## src/rtl/rxf_pkg.sv

```systemverilog
package rxf_pkg;
  localparam logic [7:0] SYM_STP = 8'hFB;
  localparam logic [7:0] SYM_SDP = 8'h5C;
  localparam logic [7:0] SYM_END = 8'hFD;
  localparam logic [7:0] SYM_EDB = 8'hFE;
  localparam logic [7:0] SYM_PAD = 8'hF7;
  localparam logic [7:0] SYM_COM = 8'hBC;

  typedef enum logic [1:0] {
    VD_ACK     = 2'b00,
    VD_NAK_FRM = 2'b01,
    VD_NAK     = 2'b10
  } verdict_t;

  typedef struct packed {
    logic start;
    logic stop;
    logic comma;
    logic follow_ok;
    logic zero;
  } lane_cls_t;
endpackage

```

## src/rtl/rxf_frame_rules.sv

```systemverilog
module rxf_frame_rules
  import rxf_pkg::*;
#(
  parameter int NUM_LANES = 8,
  parameter int LW        = $clog2(NUM_LANES)
) (
  input  lane_cls_t             cls_i [NUM_LANES],
  input  logic [NUM_LANES-1:0]  lane_err_i,
  input  logic                  open_i,
  input  logic                  ferr_i,
  input  logic                  nak_i,
  input  logic                  prev_idle_i,
  output logic                  open_o,
  output logic                  ferr_o,
  output logic                  nak_o,
  output logic                  viol_o,
  output logic                  vval_o,
  output verdict_t              verdict_o,
  output logic                  sseen_o,
  output logic [LW-1:0]         slane_o,
  output logic                  eseen_o,
  output logic [LW-1:0]         elane_o
);
  logic [NUM_LANES-1:0] nxt_ok;
  logic                 bad;

  // Lane after each lane must be pad or a start symbol; the last lane has no neighbour
  for (genvar g = 0; g < NUM_LANES - 1; g++) begin : g_next
    assign nxt_ok[g] = cls_i[g+1].follow_ok;
  end
  assign nxt_ok[NUM_LANES-1] = 1'b1;

  always_comb begin
    open_o    = open_i;
    ferr_o    = ferr_i;
    nak_o     = nak_i;
    viol_o    = 1'b0;
    vval_o    = 1'b0;
    verdict_o = VD_ACK;
    sseen_o   = 1'b0;
    slane_o   = '0;
    eseen_o   = 1'b0;
    elane_o   = '0;
    bad       = 1'b0;
    for (int i = 0; i < NUM_LANES; i++) begin
      bad = 1'b0;
      if (lane_err_i[i]) nak_o = 1'b1;
      if (cls_i[i].start) begin
        if ((i % 4) != 0)            bad = 1'b1;
        if (prev_idle_i && (i != 0)) bad = 1'b1;
        if (open_o)                  bad = 1'b1;
        open_o  = 1'b1;
        sseen_o = 1'b1;
        slane_o = LW'(i);
      end
      if (cls_i[i].stop) begin
        if (((i + 1) % 4) != 0) bad = 1'b1;
        if (!nxt_ok[i])         bad = 1'b1;
        if (!open_o)            bad = 1'b1;
      end
      if (cls_i[i].comma && open_o) bad = 1'b1;
      if (bad) begin
        ferr_o = 1'b1;
        viol_o = 1'b1;
      end
      if (cls_i[i].stop) begin
        vval_o    = 1'b1;
        verdict_o = ferr_o ? VD_NAK_FRM : (nak_o ? VD_NAK : VD_ACK);
        ferr_o    = 1'b0;
        nak_o     = 1'b0;
        open_o    = 1'b0;
        eseen_o   = 1'b1;
        elane_o   = LW'(i);
      end
    end
  end
endmodule

```

## config.mk

```make
export PLATFORM = sky130hd
export DESIGN_NAME = rxf_frame_rules
export DESIGN_NICKNAME = d
export VERILOG_FILES = /design/src/rtl/rxf_pkg.sv /design/src/rtl/rxf_frame_rules.sv
export SDC_FILE = /design/constraint.sdc
export NUM_CORES = 1
export LEC_CHECK = 0
export CORE_MARGIN = 2
export CORE_UTILIZATION = 30
export DETAILED_ROUTE_END_ITERATION = 6
export PLACE_DENSITY = 0.91
export SYNTH_ARGS = -nofsm -noshare
export SYNTH_HDL_FRONTEND = slang
export SYNTH_SLANG_ARGS = --single-unit
```

## constraint.sdc

```tcl
create_clock -name vclk -period 4
set_clock_uncertainty 0.15 [all_clocks]
set_input_delay 0.8 -clock vclk [all_inputs]
set_output_delay 0.8 -clock vclk [all_outputs]
set_load 0.1 [all_outputs]
```

# Yosys cells after proc, flatten, opt, wreduce, memory -nomap -nowiden
# Cells that the tools add are included.
dict set report totals {
  ff_bits 0
  latch_bits 0
  mem_bits_rw 0
  rom_bits 0
  output_inout_bits 15
  word_cells 148
  n_memories 0
}
dict set report op_classes {
  n_addsub 0
  multipliers 0
  div_mod_pow 0
  order_cmp 0
  n_eq_ne 0
  n_shift 0
  muxes 140
  n_bitwise 0
  reduce_logical 8
}
# operator count
set op_table {}
lappend op_table {{$mux W1} 104}
lappend op_table {{$mux W2} 24}
lappend op_table {{$mux W3} 12}
lappend op_table {{$logic_and A1 B1 Y1} 8}

# Longest topological paths before layout
# Gate-level depths: netlist of the first run.
dict set report logic_depth {
  ltp_word 21
  ltp_mapped 7
  mapped_depth_nobuf 6
}

# Worst setup path after synthesis of the first run
# Ideal clock, no wire load.
dict set report synth_path {
  path_type {input -> output}
  from {input cls_i[28] (netlist name)}
  to {output verdict_o[0]}
  t_arrival_ns 4.070
  required_ns 3.050
  path_slack_ns -1.020
  stages 7
  cell_sequence {clkbuf_1 > nor2_1 > nand2_1 > o22ai_1 > a221o_1 > o31ai_4 > a211oi_1}
}
dict set report synth_via {
  elab_chain_cells 16
  word_cells_on_any_way 52
  cone_classes {47 x mux; 5 x reduce/logical}
}
# element line_no
set synth_lines {}
lappend synth_lines {{from (decl)} rxf_frame_rules.sv:7} ;# input lane_cls_t cls_i [NUM_LANES],
lappend synth_lines {{$mux W1} rxf_frame_rules.sv:66} ;# if (cls_i[i].stop) begin
lappend synth_lines {{$mux W1} rxf_frame_rules.sv:48} ;# if (cls_i[i].start) begin
lappend synth_lines {{$mux W1 (on tied branches)} {rxf_frame_rules.sv:59, rxf_frame_rules.sv:66}}
lappend synth_lines {{$mux W1 (on tied branches)} {rxf_frame_rules.sv:56, rxf_frame_rules.sv:48, rxf_frame_rules.sv:51}}
lappend synth_lines {{$mux W1 (on tied branches)} {rxf_frame_rules.sv:61, rxf_frame_rules.sv:48, rxf_frame_rules.sv:66}}
lappend synth_lines {{$mux W1 (on tied branches)} {rxf_frame_rules.sv:62, rxf_frame_rules.sv:48, rxf_frame_rules.sv:56}}
lappend synth_lines {{$mux W1 (on tied branches)} {rxf_frame_rules.sv:66, rxf_frame_rules.sv:61}}
lappend synth_lines {{$mux W1 (on tied branches)} {rxf_frame_rules.sv:62, rxf_frame_rules.sv:48}}
lappend synth_lines {{$mux W1} rxf_frame_rules.sv:66}
lappend synth_lines {{$mux W1 (on tied branches)} {rxf_frame_rules.sv:62, rxf_frame_rules.sv:48}}
lappend synth_lines {{$mux W1 (on tied branches)} {rxf_frame_rules.sv:66, rxf_frame_rules.sv:59}}
lappend synth_lines {{$mux W1 (on tied branches)} {rxf_frame_rules.sv:62, rxf_frame_rules.sv:56}}
lappend synth_lines {{$mux W1 (on tied branches)} {rxf_frame_rules.sv:66, rxf_frame_rules.sv:61}}
lappend synth_lines {{$mux W1} rxf_frame_rules.sv:62} ;# if (bad) begin
lappend synth_lines {{$mux W2} rxf_frame_rules.sv:68} ;# verdict_o = ferr_o ? VD_NAK_FRM : (nak_o ? VD_NAK : VD_ACK);
lappend synth_lines {{$mux W2 *} rxf_frame_rules.sv:66}
lappend synth_lines {{to (decl)} rxf_frame_rules.sv:18} ;# output verdict_t verdict_o,
# Every way passes the cells marked *; elsewhere a longest branch is shown, timed or not.

# Worst setup path after layout of the first run
dict set report layout_path {
  from {input open_i}
  to {output verdict_o[1]}
}
dict set report layout_via {
  elab_chain_cells 21
  word_cells_on_any_way 72
  cone_classes {64 x mux; 8 x reduce/logical}
}
# element line_no
set layout_lines {}
lappend layout_lines {{from (decl)} rxf_frame_rules.sv:9} ;# input logic open_i,
lappend layout_lines {{$mux W1 (on tied branches)} {rxf_frame_rules.sv:51, rxf_frame_rules.sv:48}}
lappend layout_lines {{$mux W1 (on tied branches)} {rxf_frame_rules.sv:48, rxf_frame_rules.sv:66}}
lappend layout_lines {{$mux W1 (on tied branches)} {rxf_frame_rules.sv:56, rxf_frame_rules.sv:48}}
lappend layout_lines {{$mux W1 (on tied branches)} {rxf_frame_rules.sv:61, rxf_frame_rules.sv:66}}
lappend layout_lines {{$mux W1 (on tied branches)} {rxf_frame_rules.sv:62, rxf_frame_rules.sv:48}}
lappend layout_lines {{$mux W1} rxf_frame_rules.sv:66}
lappend layout_lines {{$mux W1 (on tied branches)} {rxf_frame_rules.sv:62, rxf_frame_rules.sv:48}}
lappend layout_lines {{$mux W1 (on tied branches)} {rxf_frame_rules.sv:66, rxf_frame_rules.sv:59}}
lappend layout_lines {{(+5 left out)} --}
lappend layout_lines {{$mux W1} rxf_frame_rules.sv:66}
lappend layout_lines {{$mux W1 (on tied branches)} {rxf_frame_rules.sv:62, rxf_frame_rules.sv:48}}
lappend layout_lines {{$mux W1 (on tied branches)} {rxf_frame_rules.sv:66, rxf_frame_rules.sv:59}}
lappend layout_lines {{$mux W1 (on tied branches)} {rxf_frame_rules.sv:62, rxf_frame_rules.sv:56}}
lappend layout_lines {{$mux W1 (on tied branches)} {rxf_frame_rules.sv:66, rxf_frame_rules.sv:61}}
lappend layout_lines {{$mux W1} rxf_frame_rules.sv:62}
lappend layout_lines {{$mux W2} rxf_frame_rules.sv:68}
lappend layout_lines {{$mux W2 *} rxf_frame_rules.sv:66}
# Marked as above.

==> flow_summary.ini, run 1 <==
[final_layout]
insertedDiodeCount = 0
design_area_um2 = 1240
seq_cells = 0
syn2layout_area_growth_pct = 118.3
layout.nets = 207
final_cells = 178
drive_gt1_share_pct = 24.18
nClkBuffers = 0
ff_latch_area_um2 = 0
fillers = 130

[worst_setup_path]
start_kind = input port
required_ps = 3050
critPathArrivalTime_ps = 2970
path_class = input port to output port
endpoint_kind = output port
crit_fanout = 4

[route]
drt_iter0_markers = 33
ant_nets = 0
vias_per_cell = 5.399
vias = 961
first_pass_iters = 4
wl_per_cell_um = 13.06
drc = 0
totalWireLength_mm = 2.324

[place]
portBuffers = 52
placed_area_um2 = 1217
place.gp.congestion = 0.8272
dp_cells = 178
hpwlAfterDp_mm = 1.974

[die]
ios = 67
core_um2 = 1745
die_width_um = 47.52
dieArea_um2 = 2258
die_h_um = 47.52
start_util_pct = 32.54
fp-row-count = 15

[outcome]
outcome = completed

[synth]
syn-cell-area_um2 = 568.0
ys_seq_area_share_pct = 0
netlist.area_leader.share_pct = 10.57
synth.area.top_cells = a21oi_1 (11%), nor2_1 (11%), inv_1 (7.9%)
synthCells = 97
synth_fp_nets = 149
syn_avg_cell_area_um2 = 5.856
yosysWarnings = 0
synth_area_leader_cell = a21oi_1
synth.distinct_cells = 40

[clock_tree]
cts_hold_buf = 0
postCtsSetupRepairBufs = 0

[min_path]
hold_depth = 6
min_from = cls_i[33]
hold_path_end = viol_o
min_path_type = input port to output port

[timing]
period_needed_ps = 3920
max_freq_mhz = 255.1
hold_ws_ps = 2198
slew_headroom_pct = 66.86
drv_slew = 0
tightest_slew_ps = 484.6
setup_tns_ps = 0
setup_viol = 0
hold_viol_final = 0
fin_crit_sh_pct = 97.99

[global_routing]
antenna_found_initial = 0
grt_remaining_overflow = 0
grt_max_degree = 9
grt_usage_pct = 20.84
grt_pass1_wl_mm = 3.553
grt_pass1_vias = 859

[power]
power_density_nw_per_um2 = 131.1
p_leak_nw = 0.5039
peakVddDrop_uv = 70.45

[run]
cap_violations = 0
[cell usage after synthesis]
library cell and n:
nand3b_1 1, nor2_1 16, o21ai_0 4, o31ai_1 2, o21a_1 2, o211ai_1 1, nand4b_1 1, o21ai_1 3
and4_1 1, o22ai_1 1, a211oi_1 1, clkbuf_1 3, o221ai_1 1, a2111oi_0 1, buf_4 1, a21oi_1 12
or2_1 2, nor3_1 2, a32o_1 1, nand3_1 2, a211oi_2 1, nor3b_1 1, inv_2 2, maj3_1 1
o31ai_2 1, nor4_1 2, o221a_2 1, mux2i_1 1, and3_1 2, nand2b_1 1, o21bai_1 3, nand2_1 3
inv_1 12, o31a_1 1, nor4b_1 1, a221o_1 1, nor2b_1 2, a31oi_1 1, a221oi_1 1, o31ai_4 1
[metal layers]
metal  part of all wire [%]  routed length [um]  up-vias  global-route usage [%]
met5                      0                   0        -                       0
met4                    1.0                  24        0                   5.556
met3                    6.3                 146        4                  0.3774
met2                     54                1265       49                   40.00
met1                     38                 888      436                   25.11
li1                       -                   -      472                       -
[power breakdown]
group / internal, W / switching [W]
logic: 0.0000708 / 0.0000918
registers: 0 / 0
clock network: 0 / 0
[worst max-delay path: stages]
cell	delay (ps)
clkdlybuf4s50_1	420
or2_1	270
a211oi_4	290
o22ai_2	170
a221o_1	350
o31ai_4	260
a32o_2	240
buf_12	180
[stage by stage]
stage / worst slack [ps] / power [W] / utilization [%]
finish: 80.41 / 0.0001625 / 71.04
global route: -30.48 / 0.0001714 / 71.04
CTS: 8.885 / 0.0001598 / 70.11
detailed placement: -44.47 / 0.0001586 / 69.75
global placement: 42.55 / 0.0001561 / 69.75
floorplan: -124.3 / 0.00008414 / -
[cell type report]
type,count,area (um^2),area share (%)
well taps,25,31.28,2.523
multi-input cells,79,535.5,43.19
inverters,14,52.55,4.238
repair buffers,60,620.6,50.05
[cell usage in the layout (no fill, tap or decap), types with 2 or more instances in the layout]
master           count
nand3_1              2
o31ai_2              3
nor3_1               2
o21bai_1             3
or2_1                2
nand2_1              3
o21ai_0              4
buf_12               6
nor2_1              15
o21a_1               2
o21ai_1              3
and3_1               2
buf_4               17
nor4_1               2
inv_2                2
a21oi_1             11
inv_1               12
clkdlybuf4s50_1     36
[what timing repair did]
item | in CTS | in global routing
resized for setup | 1 | 5
endpoints found under the setup margin | 2 | 3
pin swaps | 0 | 1
[worst max-delay path by stage]
| stage | startpoint | end | cells after the start |
|---|---|---|---|
| floorplan | open_i | verdict_o[0] | 6 |
| detailed placement | cls_i[33] | verdict_o[1] | 9 |
| finish | open_i | verdict_o[1] | 8 |
| global placement | open_i | verdict_o[1] | 8 |
| global route | open_i | verdict_o[1] | 8 |
| CTS | open_i | verdict_o[1] | 8 |
[cell families after synthesis]
logic type	count (synthesis)	share of synthesized area, %
AOI/OAI and AO/OA	40	50.66
and+or+nand+nor	37	33.26
buffers and inverters	18	12.56
adders and majority gates	1	1.762
muxes	1	1.762
Note: power is estimated with default switching activity, not from simulation.
==> run 2, diff against run 1 <==
CORE_ASPECT_RATIO = 0.8   (was unset)
CORE_MARGIN = 3   (was 2)
==> run 2 against run 1 <==
Effect of this change:
- sequential cell count is the same
- power about the same
- design area shrank 0.61%
- global-route usage is 1.7 points lower
- sequential share of layout area unchanged
- hold slack lost 140 ps
- critical endpoint unchanged
==> flow_summary.ini, run 2 (synthesis results as in run 1) <==
[route]
ant_nets = 0
drt_iter0_markers = 31
drc = 0
totalWireLength_mm = 2.504
wl_per_cell_um = 14.39
vias = 968
first_pass_iters = 4
vias_per_cell = 5.563

[die]
core_um2 = 1708
fp-row-count = 13
die_width_um = 54.65
die_h_um = 44.92
ios = 67
start_util_pct = 33.26
dieArea_um2 = 2455

[timing]
setup_tns_ps = 0
max_freq_mhz = 253.9
slew_headroom_pct = 70.30
drv_slew = 0
fin_crit_sh_pct = 98.45
period_needed_ps = 3938
hold_viol_final = 0
rsz0062_at_grt = false
tightest_slew_ps = 441.4
hold_ws_ps = 2059
setup_viol = 0

[final_layout]
nClkBuffers = 0
syn2layout_area_growth_pct = 117.0
layout_commonest_cell = clkdlybuf4s50_1
fin_util_pct = 72.16
drive_gt1_share_pct = 24.34
final_cell_mix = clkdlybuf4s50_1 (34), buf_4 (16), nor2_1 (14), inv_1 (12), a21oi_1 (11)
final_cells = 174
seq_cells = 0
multi_input_area_um2 = 534.3
insertedDiodeCount = 0
layout.nets = 206
ff_latch_area_um2 = 0
fillers = 123

[place]
dp_cells = 174
place.gp.congestion = 0.8689
portBuffers = 52
hpwlAfterDp_mm = 2.120

[power]
power_density_nw_per_um2 = 131.9
p_leak_nw = 0.5163
peakVddDrop_uv = 77.39

[outcome]
outcome = completed

[worst_setup_path]
required_ps = 3050
critPathLaunch = cls_i[34]
start_kind = input port
critical-path-max-stage-delay_ps = 480
path_class = input port to output port
critPathArrivalTime_ps = 2990
crit_fanout = 4
worstSetupEndpoint = verdict_o[1]
cp_cell_sequence = clkdlybuf4s50_1, nor2b_1, a211oi_2, o22ai_2, a221o_1, o31ai_4, a32o_2, buf_12
endpoint_kind = output port
cp_slowest_cell = clkdlybuf4s50_1

[global_routing]
grt_max_degree = 9
grt_pass1_vias = 861
grt_remaining_overflow = 0
grt_usage_pct = 19.13
antenna_found_initial = 0
grt_pass1_wl_mm = 3.670

[clock_tree]
cts_hold_buf = 0
postCtsSetupRepairBufs = 0

[min_path]
min_path_type = input port to output port

[run]
cap_violations = 0
-- run 2: cell types whose count changed in the layout (fill, tap and decap cells not counted), sizes merged --
cell and delta:
buf -1, dlymetal6s2s +2, clkdlybuf4s50 -2
-- run 2: layer usage --
metal | routed length [um] | global-route usage, % | vias to the layer above
li1 | - | - | 469
met1 | 992 | 26.19 | 439
met2 | 1267 | 34.67 | 56
met3 | 215 | 0.9901 | 4
met4 | 29 | 0 | 0
met5 | 0 | 0 | -
-- run 2: per-stage QoR --
step	worst slack, ps	power [W]	area [um^2]
3_3_place_gp	17.78	0.0001560	1206
5_1_grt	2.627	0.0001703	1232
2_1_floorplan	-124.3	0.00008414	586.8
6_report	61.98	0.0001625	1232
4_1_cts	15.16	0.0001603	1212
3_5_place_dp	-18.48	0.0001590	1206
-- run 2: worst min-delay path by stage --
| stage | endpoint | cells past startpoint | from |
|---|---|---|---|
| floorplan | ferr_o | 1 | cls_i[3] |
| global placement | nak_o | 4 | lane_err_i[7] |
| detailed placement | nak_o | 4 | lane_err_i[7] |
| CTS | nak_o | 4 | lane_err_i[7] |
| global route | sseen_o | 4 | cls_i[39] |
| finish | sseen_o | 4 | cls_i[39] |
-- run 2: timing repair --
action                     4_1_cts  5_1_grt
gates resized for setup          1        8
pin swaps                        1        5
setup endpoints to repair        2        4
-- run 2: final cells by class --
cell class / instances / area share, %
inverter: 14 / 4.264
multi-input combinational: 79 / 43.35
tap: 22 / 2.234
timing repair buffer: 59 / 50.15
-- run 2: critical path, delay by kind of cell --
family	cells	cell delay (ps)
buf+inv	2	650
compound gates	5	1350
simple gates	1	190
-- run 2: report_power, final --
part           internal (W)  switching, W
registers                 0             0
logic             0.0000698     0.0000928
clock network             0             0
total             0.0000698     0.0000928
==> run 3, diff against run 2 <==
ABC_CLOCK_PERIOD_IN_PS = 4000   (was unset)
==> results of run 3 <==
No change in the layout: final DEF, timing and power equal those of run 2.
